<file path="config.mk">
export PLATFORM = sky130hd
export DESIGN_NAME = fifo_mon
export DESIGN_NICKNAME = d
export VERILOG_FILES = /design/src/rtl/fwm_pkg.sv /design/src/rtl/fwm_match.sv /design/src/rtl/fwm_cmp.sv /design/src/rtl/fifo_mon.sv
export SDC_FILE = /design/constraint.sdc
export NUM_CORES = 1
export LEC_CHECK = 0
export ABC_AREA = 1
export CAP_MARGIN = 20
export CORE_MARGIN = 3
export CORE_UTILIZATION = 39
export DETAILED_ROUTE_END_ITERATION = 12
export PLACE_DENSITY = 0.78
export SLEW_MARGIN = 20
export SYNTH_ARGS = -nofsm -noshare
export SYNTH_HDL_FRONTEND = slang
export SYNTH_SLANG_ARGS = --single-unit
</file>
<file path="constraint.sdc">
create_clock -name clk -period 1 [get_ports clk]
set_clock_uncertainty 0.05 [all_clocks]
set_input_delay 0.15 -clock clk [delete_from_list [all_inputs] [get_ports clk]]
set_output_delay 0.15 -clock clk [all_outputs]
set_load 0.05 [all_outputs]
</file>
<file path="src/rtl/fwm_pkg.sv">
package fwm_pkg;
    localparam int NPEND = 7;
    localparam int P_PAT = 0;
    localparam int P_CMP = 1;
    localparam int P_FUL = 2;
    localparam int P_EMP = 3;
    localparam int P_OVF = 4;
    localparam int P_UNF = 5;
    localparam int P_ERR = 6;
endpackage

</file>
<file path="src/rtl/fwm_match.sv">
module fwm_match #(
    parameter int W = 8
) (
    input  logic [W-1:0] data,
    input  logic [W-1:0] pat,
    input  logic [W-1:0] mask,
    output logic         hit
);
    always_comb begin
        hit = ((data ^ pat) & ~mask) == '0;
    end
endmodule

</file>
<file path="src/rtl/fwm_cmp.sv">
module fwm_cmp #(
    parameter int AW = 7,
    parameter int BW = 7
) (
    input  logic [AW-1:0] a,
    input  logic [BW-1:0] b,
    output logic          eq
);
    localparam int MW = (AW > BW) ? AW : BW;
    logic [MW-1:0] ax, bx;
    always_comb begin
        ax = MW'(a);
        bx = MW'(b);
        eq = (ax == bx);
    end
endmodule

</file>
<file path="src/rtl/fifo_mon.sv">
module fifo_mon
    import fwm_pkg::*;
#(
    parameter int DEPTH = 64,
    parameter int DW    = 8,
    parameter int THR_W = 7,
    localparam int LEN_W = $clog2(DEPTH + 1)
) (
    input  logic             clk,
    input  logic             rst_n,
    input  logic [LEN_W-1:0] q_len,
    input  logic             q_full,
    input  logic             q_empty,
    input  logic             upd,
    input  logic [DW-1:0]    mv_byte,
    input  logic             rd_try,
    input  logic             wr_try,
    input  logic [DW-1:0]    pat,
    input  logic [DW-1:0]    mask,
    input  logic             thr_wr,
    input  logic [DW-1:0]    thr_data,
    input  logic             frz_set,
    input  logic             cnt_rd,
    input  logic [NPEND-1:0] pend_clr,
    output logic [LEN_W-1:0] byte_cnt,
    output logic             frz,
    output logic [THR_W-1:0] thr,
    output logic [DW-1:0]    data_buf,
    output logic             match,
    output logic             buf_full,
    output logic             buf_empty,
    output logic [NPEND-1:0] pend
);
    typedef struct packed {
        logic [LEN_W-1:0] cnt;
        logic             frz;
        logic [THR_W-1:0] thr;
        logic [DW-1:0]    dbuf;
        logic             match;
        logic             bfull;
        logic             bempty;
        logic [NPEND-1:0] pend;
    } st_t;

    st_t st_d, st_q;
    logic pat_hit, len_eq_thr, len_eq_new;
    logic [THR_W-1:0] thr_new;

    assign thr_new = thr_data[THR_W-1:0];

    fwm_match #(.W(DW)) u_match (
        .data(mv_byte), .pat(pat), .mask(mask), .hit(pat_hit)
    );

    fwm_cmp #(.AW(LEN_W), .BW(THR_W)) u_cmp_upd (
        .a(q_len), .b(st_q.thr), .eq(len_eq_thr)
    );

    fwm_cmp #(.AW(LEN_W), .BW(THR_W)) u_cmp_wr (
        .a(q_len), .b(thr_new), .eq(len_eq_new)
    );

    always_comb begin
        logic [NPEND-1:0] set_v;
        st_d  = st_q;
        set_v = '0;

        if (frz_set)     st_d.frz = 1'b1;
        else if (cnt_rd) st_d.frz = 1'b0;

        if (thr_wr) begin
            st_d.thr = thr_new;
            if (len_eq_new) set_v[P_CMP] = 1'b1;
        end

        if (upd) begin
            if (!st_q.frz) st_d.cnt = q_len;
            st_d.dbuf   = mv_byte;
            st_d.match  = pat_hit;
            st_d.bfull  = q_full;
            st_d.bempty = q_empty;
            if (pat_hit)    set_v[P_PAT] = 1'b1;
            if (len_eq_thr) set_v[P_CMP] = 1'b1;
            if (q_full)     set_v[P_FUL] = 1'b1;
            if (q_empty)    set_v[P_EMP] = 1'b1;
        end

        if (wr_try && q_full) begin
            set_v[P_OVF] = 1'b1;
            set_v[P_ERR] = 1'b1;
        end
        if (rd_try && q_empty) begin
            set_v[P_UNF] = 1'b1;
            set_v[P_ERR] = 1'b1;
        end

        st_d.pend = (st_q.pend & ~pend_clr) | set_v;
    end

    always_ff @(posedge clk or negedge rst_n) begin
        if (!rst_n) st_q <= '0;
        else        st_q <= st_d;
    end

    assign byte_cnt  = st_q.cnt;
    assign frz       = st_q.frz;
    assign thr       = st_q.thr;
    assign data_buf  = st_q.dbuf;
    assign match     = st_q.match;
    assign buf_full  = st_q.bfull;
    assign buf_empty = st_q.bempty;
    assign pend      = st_q.pend;
endmodule

</file>
# Yosys cells after proc, flatten, opt, wreduce, memory -nomap -nowiden
# Cells that the tools add are included.
# word_totals
latchBits	0
n_memories	0
in_bits	56
out_inout_bits	33
elab_cells	33
ramBits	0
register_bits	33
romBits	0
# classes
n_eq_ne	2
shift	0
n_mux	11
n_div	0
order_cmp	0
addsub	0
n_mul	0
reduce_logical	5
bitwise	7
# ops
cell	count
equality test 7 bit	2
2-to-1 mux 1 bit	9
AND 8 bit	1
zero test 8 bit	1
inverter 8 bit	1
XOR 8 bit	1
AND 7 bit	1
inverter 7 bit	1
OR 7 bit	1
2-to-1 mux 4 bit	1
logical AND 1 bit	2
2-to-1 mux 2 bit	1
AND reduction 2 bit	1
nonzero test 2 bit	1
inverter 1 bit	1

# Longest topological paths before layout
# Gate-level depths: netlist (run 1).
# logic_depth
ltp_word	6
ltp_mapped	8
ltp_nobuf	8

# Cells and area by module
# A second synthesis (run 1) with hierarchy kept.
# unflattened
cells_unflattened	258
hier_area_um2	1751.7
# modules_own_cells
mod	n_inst	cells_each	area_each_um2
fifo_mon	1	135	1265.0
fwm_cmp	2	35	140.1
fwm_match	1	53	206.4

# Worst setup path after synthesis (run 1)
# OpenSTA, ideal clock, no wires.
# synth_timing
path_kind	register -> register
startpoint	register st_q (netlist bit thr[0])
endpoint	register st_q (netlist bit pend[1])
setup_ps	67
path_stages_with_launch	7
setup_slack_ps	-224
arrival_ps	1107
path_buffers	0
period_less_slack_ps	1224
path_cell_list	dfrtp_1 -> inv_1 -> a21oi_2 -> nand2_1 -> nor2_1 -> nand2_1 -> nand3_2
# synth_lines
element	line_no	source
from (decl)	fifo_mon.sv:45	st_t st_d, st_q;
from (signal assigned)	fifo_mon.sv:102	else st_q <= st_d;

# Worst setup path in the final report (run 1)
# layout_timing
startpoint	register st_q (netlist bit thr[4])
endpoint	output port thr[4]
# layout_lines
element	line_no	source
to (decl)	fifo_mon.sv:27	output logic [THR_W-1:0] thr,
# No word-level cell between the ends.

==> results of run 1 <==
-- registers in the layout, indices dropped and copies added, names as in the netlist --
register,flops
buf_empty,1
buf_full,1
byte_cnt,7
data_buf,8
frz,1
match,1
pend,7
thr,7
-- critical path, stage by stage, from the launching register on --
cell	delay [ns]
dfrtp_2	0.42
buf_6	0.12
buf_12	0.13
-- cell type report --
type                    count  area, um2  share of cell area
repair buffers            129       1610               0.464
flip-flops and latches     33        836               0.241
well taps                  50       62.6              0.0181
multi-input cells         148        677               0.195
clock buffers               7       96.3              0.0278
inverters                  46        180              0.0520
clock inverters             1       5.00             0.00145
-- per-layer routing --
| metal | global-route usage | vias up |
|---|---|---|
| li1 | - | 953 |
| met1 | 0.247 | 915 |
| met2 | 0.399 | 61 |
| met3 | 0.0337 | 12 |
| met4 | 0.0877 | 0 |
| met5 | 0 | - |
-- cell usage after synthesis (all sizes together) --
| cell | instances | area [um2] |
|---|---|---|
| o21ai | 22 | 110 |
| a21oi | 3 | 18.8 |
| o211ai | 1 | 7.51 |
| a21boi | 1 | 7.51 |
| nand4 | 1 | 6.26 |
| xnor2 | 2 | 17.5 |
| nand2 | 95 | 364 |
| buf | 4 | 32.5 |
| nand3b | 2 | 15.0 |
| dfrtp | 33 | 826 |
| nor2 | 11 | 41.3 |
| o21bai | 2 | 15.0 |
| nand3 | 6 | 35.0 |
| or2 | 1 | 6.26 |
| inv | 46 | 175 |
-- path summary, 6_finish.rpt --
check                                        start                       to  slack (ns)  cells past startpoint
max                             thr[4]$_DFFE_PN0P_                   thr[4]       -0.16                      2
max in group asynchronous                    rst_n          frz$_DFFE_PN0P_        0.53                      2
min                                     mv_byte[7]  data_buf[7]$_DFFE_PN0P_        0.14                      3
max reg2reg                     thr[2]$_DFFE_PN0P_        pend[1]$_DFF_PN0_       -0.13                      6
min in group asynchronous                    rst_n  byte_cnt[0]$_DFFE_PN0P_        0.18                      2
min reg2reg                data_buf[7]$_DFFE_PN0P_  data_buf[7]$_DFFE_PN0P_        0.49                      2
-- power by group through the flow --
stage	Sequential (mW)	Combinational (mW)	Clock [mW]
5_1_grt	1.65	2.06	1.17
3_3_place_gp	1.64	1.73	0
3_5_place_dp	1.65	1.76	0
6_report	1.63	1.96	1.11
2_1_floorplan	2.06	0.274	0
4_1_cts	1.62	1.86	1.13
-- through the flow --
| step | util | hold slack (ns) | TNS (ns) | total power, mW | std cells |
|---|---|---|---|---|---|
| floorplan | - | -0.196 | -0.405 | 2.34 | 230 |
| global placement | 0.761 | 0.466 | -5.13 | 3.38 | 385 |
| detailed placement | 0.761 | 0.471 | -5.68 | 3.41 | 385 |
| CTS | 0.812 | 0.181 | -2.68 | 4.61 | 405 |
| global route | 0.848 | 0.178 | -3.31 | 4.88 | 414 |
| finish | 0.848 | 0.138 | -2.54 | 4.69 | 414 |
-- kinds of logic after synthesis --
kind of cell / after synthesis / share of synthesized area
simple gates: 116 / 0.279
buf+inv: 50 / 0.124
flops: 33 / 0.492
compound gates: 29 / 0.0947
xor+xnor: 2 / 0.0104
-- what timing repair did --
item,in CTS,in global routing
setup buffers,12,8
gates cloned,0,1
endpoints found under the setup margin,34,41
hold endpoints to repair,0,0
resized for setup,6,27
pin swaps,1,11
==> flow_summary.ini, run 1 <==
[grt]
grt.overflow.total = 0
grt_pass1_wl_um = 8690
antenna_found_initial = 0
gr-usage-all-layers = 0.216
grt_max_degree = 22
grt_pass1_vias = 1934

[min_path]
hp-class = in2reg

[power]
power_density_nw_per_um2 = 1350
combPwrFrac = 0.417
p_leak_nw = 1.88
clkPwrFrac = 0.236
p_int_mw = 3.13
vdd_ir_drop_max_v = 0.000768
swShare = 0.334
pwr-share-seq = 0.347
p_sw_mw = 1.57

[detailed_routing]
num_vias = 1941
viasPerCell = 4.69
drt_iter0_drc = 82
route.detailed.drc = 0
first_pass_iters = 4
postRouteAntennaNets = 0
wl_per_cell_um = 13.7
dr_wl_met3_um = 237
wl_met1_um = 2110
wl_um = 5650
met2_length_um = 3190
top_layer = met4

[floorplanning]
die-area_um2 = 5130
ios = 89
start_util = 0.411
core_area_um2 = 4090
die_h_um = 71.6
rows = 23
die_w_um = 71.6

[layout]
layout_commonest_cell = nand2_1
n_antenna_cell = 0
final_cell_mix = 91 x nand2_1, 43 x clkdlybuf4s50_1, 41 x inv_1
area_delta_synth_final_pct = 106
final_nets = 419
postLayoutCellArea_um2 = 3460
n_fill_cell = 205
drive_above_1_share = 0.294

[timing]
min_period_ns = 1.16
hold_viol = 0
max_freq_mhz = 861
tightest_slew_ns = 0.230
maxSlewViolCount = 0
rsz0062_at_grt = true
setup_slack_ns = -0.162
setup_viol = 34
relSlewSlack = 0.846
finalCritPeriodShare = 1.16

[clocking]
clkTransAtPathRegs_ns = 0.06
clk_latency_ns = 0.28
cts_tree = done
htree_levels = 2
cts_buffers = 5
clock_sink_count = 33
cts_hold_buf = 0
cts_buffer_depth = 2
cts-root-buf = clkbuf_8

[worst_setup_path]
critPathRequiredTime_ns = 0.80
critPathMaxFanout = 2
setup.worst_path.end_class = output port
crit_arrival_ns = 0.96
worst_setup_path_start_kind = flop
worstSetupPathType = reg2out

[run]
cap_viol_max_count = 0

[synth]
yosysWarnings = 0
yosysSeqAreaShare = 0.492
syn-instance-count = 230
ys_ff_latch = 33
syn_area_um2 = 1680
syn_area_per_cell_um2 = 7.30
synth_cell_types = 20
synth_nets = 286

[place]
place_ws_ns = -0.331
routabilityCongestion = 0.828
io_buffers = 87
place.detailed.hpwl_um = 3920
dpl-instance-area_um2 = 3110

[status]
status = finished with violations
violations = setup timing
No activity file was read; power rests on OpenSTA's default activity.
==> inputs of run 2 (changes only) <==
Settings changed: TNS_END_PERCENT from default to 1.
==> run 2 against run 1 <==
  * Sequential power hardly changed
  * Sequential cell count stayed put
  * Critical path depth stayed put
  * Clock power is 11% lower
  * Core utilization is 4.8 points lower
  * Combinational power is 8% lower
  * Global-route usage is 1.0 points higher
  * Routed wire length is 6.1% lower
  * The run still ends with setup timing left
  * Via count is 4.2% lower
==> flow_summary.ini, run 2 (synthesis results as in run 1) <==
[status]
status = finished with violations
violations = setup timing

[detailed_routing]
route.detailed.drc = 0
postRouteAntennaNets = 0
num_vias = 1860
drt_iter0_drc = 111
wl_per_cell_um = 13.3
first_pass_iters = 4
wl_um = 5310
viasPerCell = 4.66

[worst_setup_path]
setup.worst_path.end_class = output port
path_buf_inv = 2
crit_arrival_ns = 0.97
worstSetupPathType = reg2out
crit_chain = buf_6 -> buf_12
critPathMaxFanout = 3
critPathSlowestCell = dfrtp_2
worst_setup_path_start_kind = flop
critPathRequiredTime_ns = 0.80
cp_slowest_stage_delay_ns = 0.43
critPathTopFamily = flip-flops

[run]
cap_viol_max_count = 0

[power]
combPwrFrac = 0.409
p_leak_nw = 1.71
clkPwrFrac = 0.223
pwr-share-seq = 0.368
vdd_ir_drop_max_v = 0.000878
swShare = 0.350
power_density_nw_per_um2 = 1360
report.power.total_mw = 4.43
p_int_mw = 2.88
p_sw_mw = 1.55

[place]
routabilityCongestion = 0.857
dpl-instance-area_um2 = 3110
io_buffers = 87
place_ws_ns = -0.350
place.detailed.hpwl_um = 4190

[clocking]
cts_tree = done
cts_hold_buf = 0
clk_latency_ns = 0.29
cts_buffers = 5
cts-root-buf = clkbuf_8
cts_buffer_depth = 2
clkTransAtPathRegs_ns = 0.07
htree_levels = 2
clock_sink_count = 33

[timing]
relSlewSlack = 0.853
min_period_ns = 1.17
hold_slack_ns = 0.130
finalCritPeriodShare = 1.17
setup_slack_ns = -0.173
hold_viol = 0
max_freq_mhz = 853
setup_viol = 34
maxSlewViolCount = 0
rsz0062_at_grt = true
tightest_slew_ns = 0.218
setup-tns-final_ns = -2.92

[floorplanning]
die_w_um = 71.6
start_util = 0.411
die_h_um = 71.6
ios = 89
core_area_um2 = 4090
rows = 23
die-area_um2 = 5130

[layout]
largest_reg_flops = 8
n_antenna_cell = 0
postLayoutCellArea_um2 = 3270
area_delta_synth_final_pct = 94.8
drive_above_1_share = 0.249
layout_commonest_cell = nand2_1
final_nets = 404
final_cell_mix = 93 x nand2_1, 50 x clkdlybuf4s50_1, 41 x inv_1

[min_path]
hp-class = in2reg

[grt]
antenna_found_initial = 0
gr-usage-all-layers = 0.226
grt.overflow.total = 0
grt_max_degree = 21
grt_pass1_wl_um = 8910
grt_pass1_vias = 1960
run 2: power groups by stage:
| stage | combinational [mW] | sequential [mW] | clock, mW |
|---|---|---|---|
| finish | 1.81 | 1.63 | 0.988 |
| global route | 1.92 | 1.64 | 1.07 |
| CTS | 1.82 | 1.63 | 1.00 |
| detailed placement | 1.77 | 1.65 | 0 |
| global placement | 1.73 | 1.64 | 0 |
| floorplan | 0.274 | 2.06 | 0 |
run 2: layout make-up:
cell class                 instances  area, um2
clock buffer                       5       68.8
multi-input combinational        147        652
inverter                          46        175
fill                             265        818
tap                               50       62.6
clock inverter                     3       17.5
timing repair buffer             115       1460
sequential                        33        836
run 2: per-stage QoR:
| step | util | cells |
|---|---|---|
| after global routing | 0.800 | 399 |
| after global placement | 0.761 | 387 |
| after detailed placement | 0.761 | 387 |
| final | 0.800 | 399 |
| after floorplan | - | 230 |
| after CTS | 0.795 | 399 |
run 2: repair_timing:
item	4_1_cts	5_1_grt
buffers inserted	4	0
endpoints found under the setup margin	38	44
gates resized for setup	10	8
pin swaps	3	0
run 2: worst min-delay path, delay by kind of cell:
family / cells / cell delay, ns
AOI/OAI and AO/OA: 1 / 0.08
buffers and inverters: 2 / 0.20
run 2: path summary, 6_finish.rpt:
path | from | endpoint | slack (ns) | cells after the start
max in group asynchronous | rst_n | frz$_DFFE_PN0P_ | 0.51 | 2
hold / removal | mv_byte[3] | data_buf[3]$_DFFE_PN0P_ | 0.13 | 3
hold reg to reg | data_buf[2]$_DFFE_PN0P_ | data_buf[2]$_DFFE_PN0P_ | 0.49 | 2
min in group asynchronous | rst_n | pend[1]$_DFF_PN0_ | 0.18 | 2
setup / recovery | thr[3]$_DFFE_PN0P_ | thr[3] | -0.17 | 2
setup reg to reg | thr[1]$_DFFE_PN0P_ | pend[1]$_DFF_PN0_ | -0.11 | 9
run 2: metal layers:
metal  GRT usage  vias to the layer above  share of wire
li1            -                      923              -
met1       0.233                      869           0.37
met2       0.424                       56           0.55
met3      0.0701                       12          0.057
met4      0.0856                        0          0.021
met5           0                        -              0
==> inputs of run 3 (changes only) <==
Settings changed: CORE_UTILIZATION 39 to 40, CTS_BUF_LIST from default to sky130_fd_sc_hd__clkbuf_2, CTS_CLUSTER_SIZE from default to 30, MAX_ROUTING_LAYER from default to met4, PLACE_DENSITY 0.78 to 0.8.
==> run 3 against run 2 <==
  * The run still ends with setup timing left
  * Global-route usage shrank 0.16 points
  * Total power shrank 7.5%
  * Final cell count shrank 0.25%
  * First-iteration DRC count shrank 6.3%
  * Routed wire length shrank 2.8%
  * Die area shrank 2.3%
  * Critical path depth is the same
  * Cell area shrank 1.1%
  * Sequential power is essentially flat
  * Core utilization grew 3.9 points
==> flow_summary.ini, run 3 (synthesis results as in run 1) <==
[run]
cap_viol_max_count = 0

[power]
power_density_nw_per_um2 = 1270
p_int_mw = 2.59
pwr-share-seq = 0.396
report.power.total_mw = 4.10
swShare = 0.369
clkPwrFrac = 0.160
p_sw_mw = 1.51
combPwrFrac = 0.444
p_leak_nw = 1.67
vdd_ir_drop_max_v = 0.000785

[timing]
max_freq_mhz = 775
maxSlewViolCount = 0
tightest_slew_ns = 0.210
min_period_ns = 1.29
relSlewSlack = 0.858
setup_slack_ns = -0.291
finalCritPeriodShare = 1.29
setup_viol = 34
hold_slack_ns = 0.0816
rsz0062_at_grt = true
hold_viol = 0

[place]
io_buffers = 87
place.detailed.hpwl_um = 4180
place_ws_ns = -0.359
routabilityCongestion = 0.831

[detailed_routing]
postRouteAntennaNets = 0
drt_iter0_drc = 104
route.detailed.drc = 0
num_vias = 1841
wl_um = 5160
first_pass_iters = 4
viasPerCell = 4.63
wl_per_cell_um = 13.0

[worst_setup_path]
cp_slowest_stage_delay_ns = 0.45
critPathRequiredTime_ns = 0.80
crit_arrival_ns = 1.09
critPathSlowestCell = dfrtp_2
crit_chain = buf_6 -> buf_12
setup.worst_path.end_class = output port
path_buf_inv = 2
worstSetupPathType = reg2out
critPathTopFamily = flip-flops
critPathMaxFanout = 2
worst_setup_path_start_kind = flop

[layout]
final_cell_mix = 93 x nand2_1, 54 x clkdlybuf4s50_1, 42 x inv_1
drive_above_1_share = 0.246
layout_commonest_cell = nand2_1
largest_reg_flops = 8
n_fill_cell = 218
area_delta_synth_final_pct = 92.6
final_nets = 405
n_antenna_cell = 0

[clocking]
htree_levels = 2
clock_sink_count = 33
cts-root-buf = clkbuf_2
cts_tree = done
cts_buffers = 5
cts_buffer_depth = 2
clkTransAtPathRegs_ns = 0.18
clk_latency_ns = 0.39
cts_hold_buf = 0

[grt]
grt.overflow.total = 0
grt_pass1_vias = 1931
gr-usage-all-layers = 0.225
antenna_found_initial = 0
grt_max_degree = 34
grt_pass1_wl_um = 8650

[floorplanning]
die_h_um = 70.8
rows = 22
die_w_um = 70.8
core_area_um2 = 3850
die-area_um2 = 5010
ios = 89
start_util = 0.435

[status]
status = finished with violations
violations = setup timing

[min_path]
hp-class = in2async
[run 3: area by class of cell]
class | count | area (um2) | share of cell area
Clock buffer | 6 | 30.0 | 0.00929
Clock inverter | 2 | 10.0 | 0.00310
Inverter | 46 | 178 | 0.0550
Multi-Input combinational cell | 147 | 656 | 0.203
Sequential cell | 33 | 836 | 0.259
Tap cell | 48 | 60.1 | 0.0186
Timing Repair Buffer | 116 | 1460 | 0.453
[run 3: metal layers]
metal,global-route usage,vias to the layer above,wire (um)
li1,-,932,-
met1,0.253,827,2000
met2,0.389,67,2730
met3,0.0341,15,272
met4,0.106,0,167
met5,-,-,0
[run 3: stage by stage]
step | cells | area, um2 | utilization | setup TNS [ns]
2_1_floorplan | 230 | 1690 | - | -0.405
4_1_cts | 398 | 3220 | 0.835 | -7.28
3_3_place_gp | 385 | 3120 | 0.810 | -5.49
3_5_place_dp | 385 | 3120 | 0.810 | -6.34
5_1_grt | 398 | 3230 | 0.839 | -8.41
6_report | 398 | 3230 | 0.839 | -7.10
[run 3: timing repair]
| action | CTS | global route |
|---|---|---|
| gates resized for setup | 5 | 3 |
| buffers inserted | 5 | 0 |
| setup endpoints to repair | 33 | 37 |
[run 3: worst reg2reg max path, delay by kind of cell (launching register included)]
| kind | cells | cell delay (ns) |
|---|---|---|
| simple gates | 5 | 0.31 |
| flops | 1 | 0.45 |
| buf+inv | 2 | 0.20 |
[run 3: path summary, 6_finish.rpt]
check / startpoint / end / slack [ns] / cells past startpoint
max in group asynchronous: rst_n / thr[2]$_DFFE_PN0P_ / 0.63 / 2
worst min register to register: data_buf[1]$_DFFE_PN0P_ / data_buf[1]$_DFFE_PN0P_ / 0.51 / 2
worst max-delay path: thr[3]$_DFFE_PN0P_ / thr[3] / -0.29 / 2
min in group clk: cnt_rd / frz$_DFFE_PN0P_ / 0.24 / 2
worst max register to register: thr[3]$_DFFE_PN0P_ / pend[1]$_DFF_PN0_ / -0.09 / 7
worst min-delay path: rst_n / data_buf[6]$_DFFE_PN0P_ / 0.08 / 2
[run 3: power by group through the flow]
stage | Clock [mW] | Sequential, mW | Combinational [mW]
after floorplan | 0 | 2.06 | 0.274
after global placement | 0 | 1.64 | 1.74
after detailed placement | 0 | 1.65 | 1.77
after CTS | 0.656 | 1.62 | 1.82
after global routing | 0.708 | 1.64 | 1.92
final | 0.655 | 1.62 | 1.82
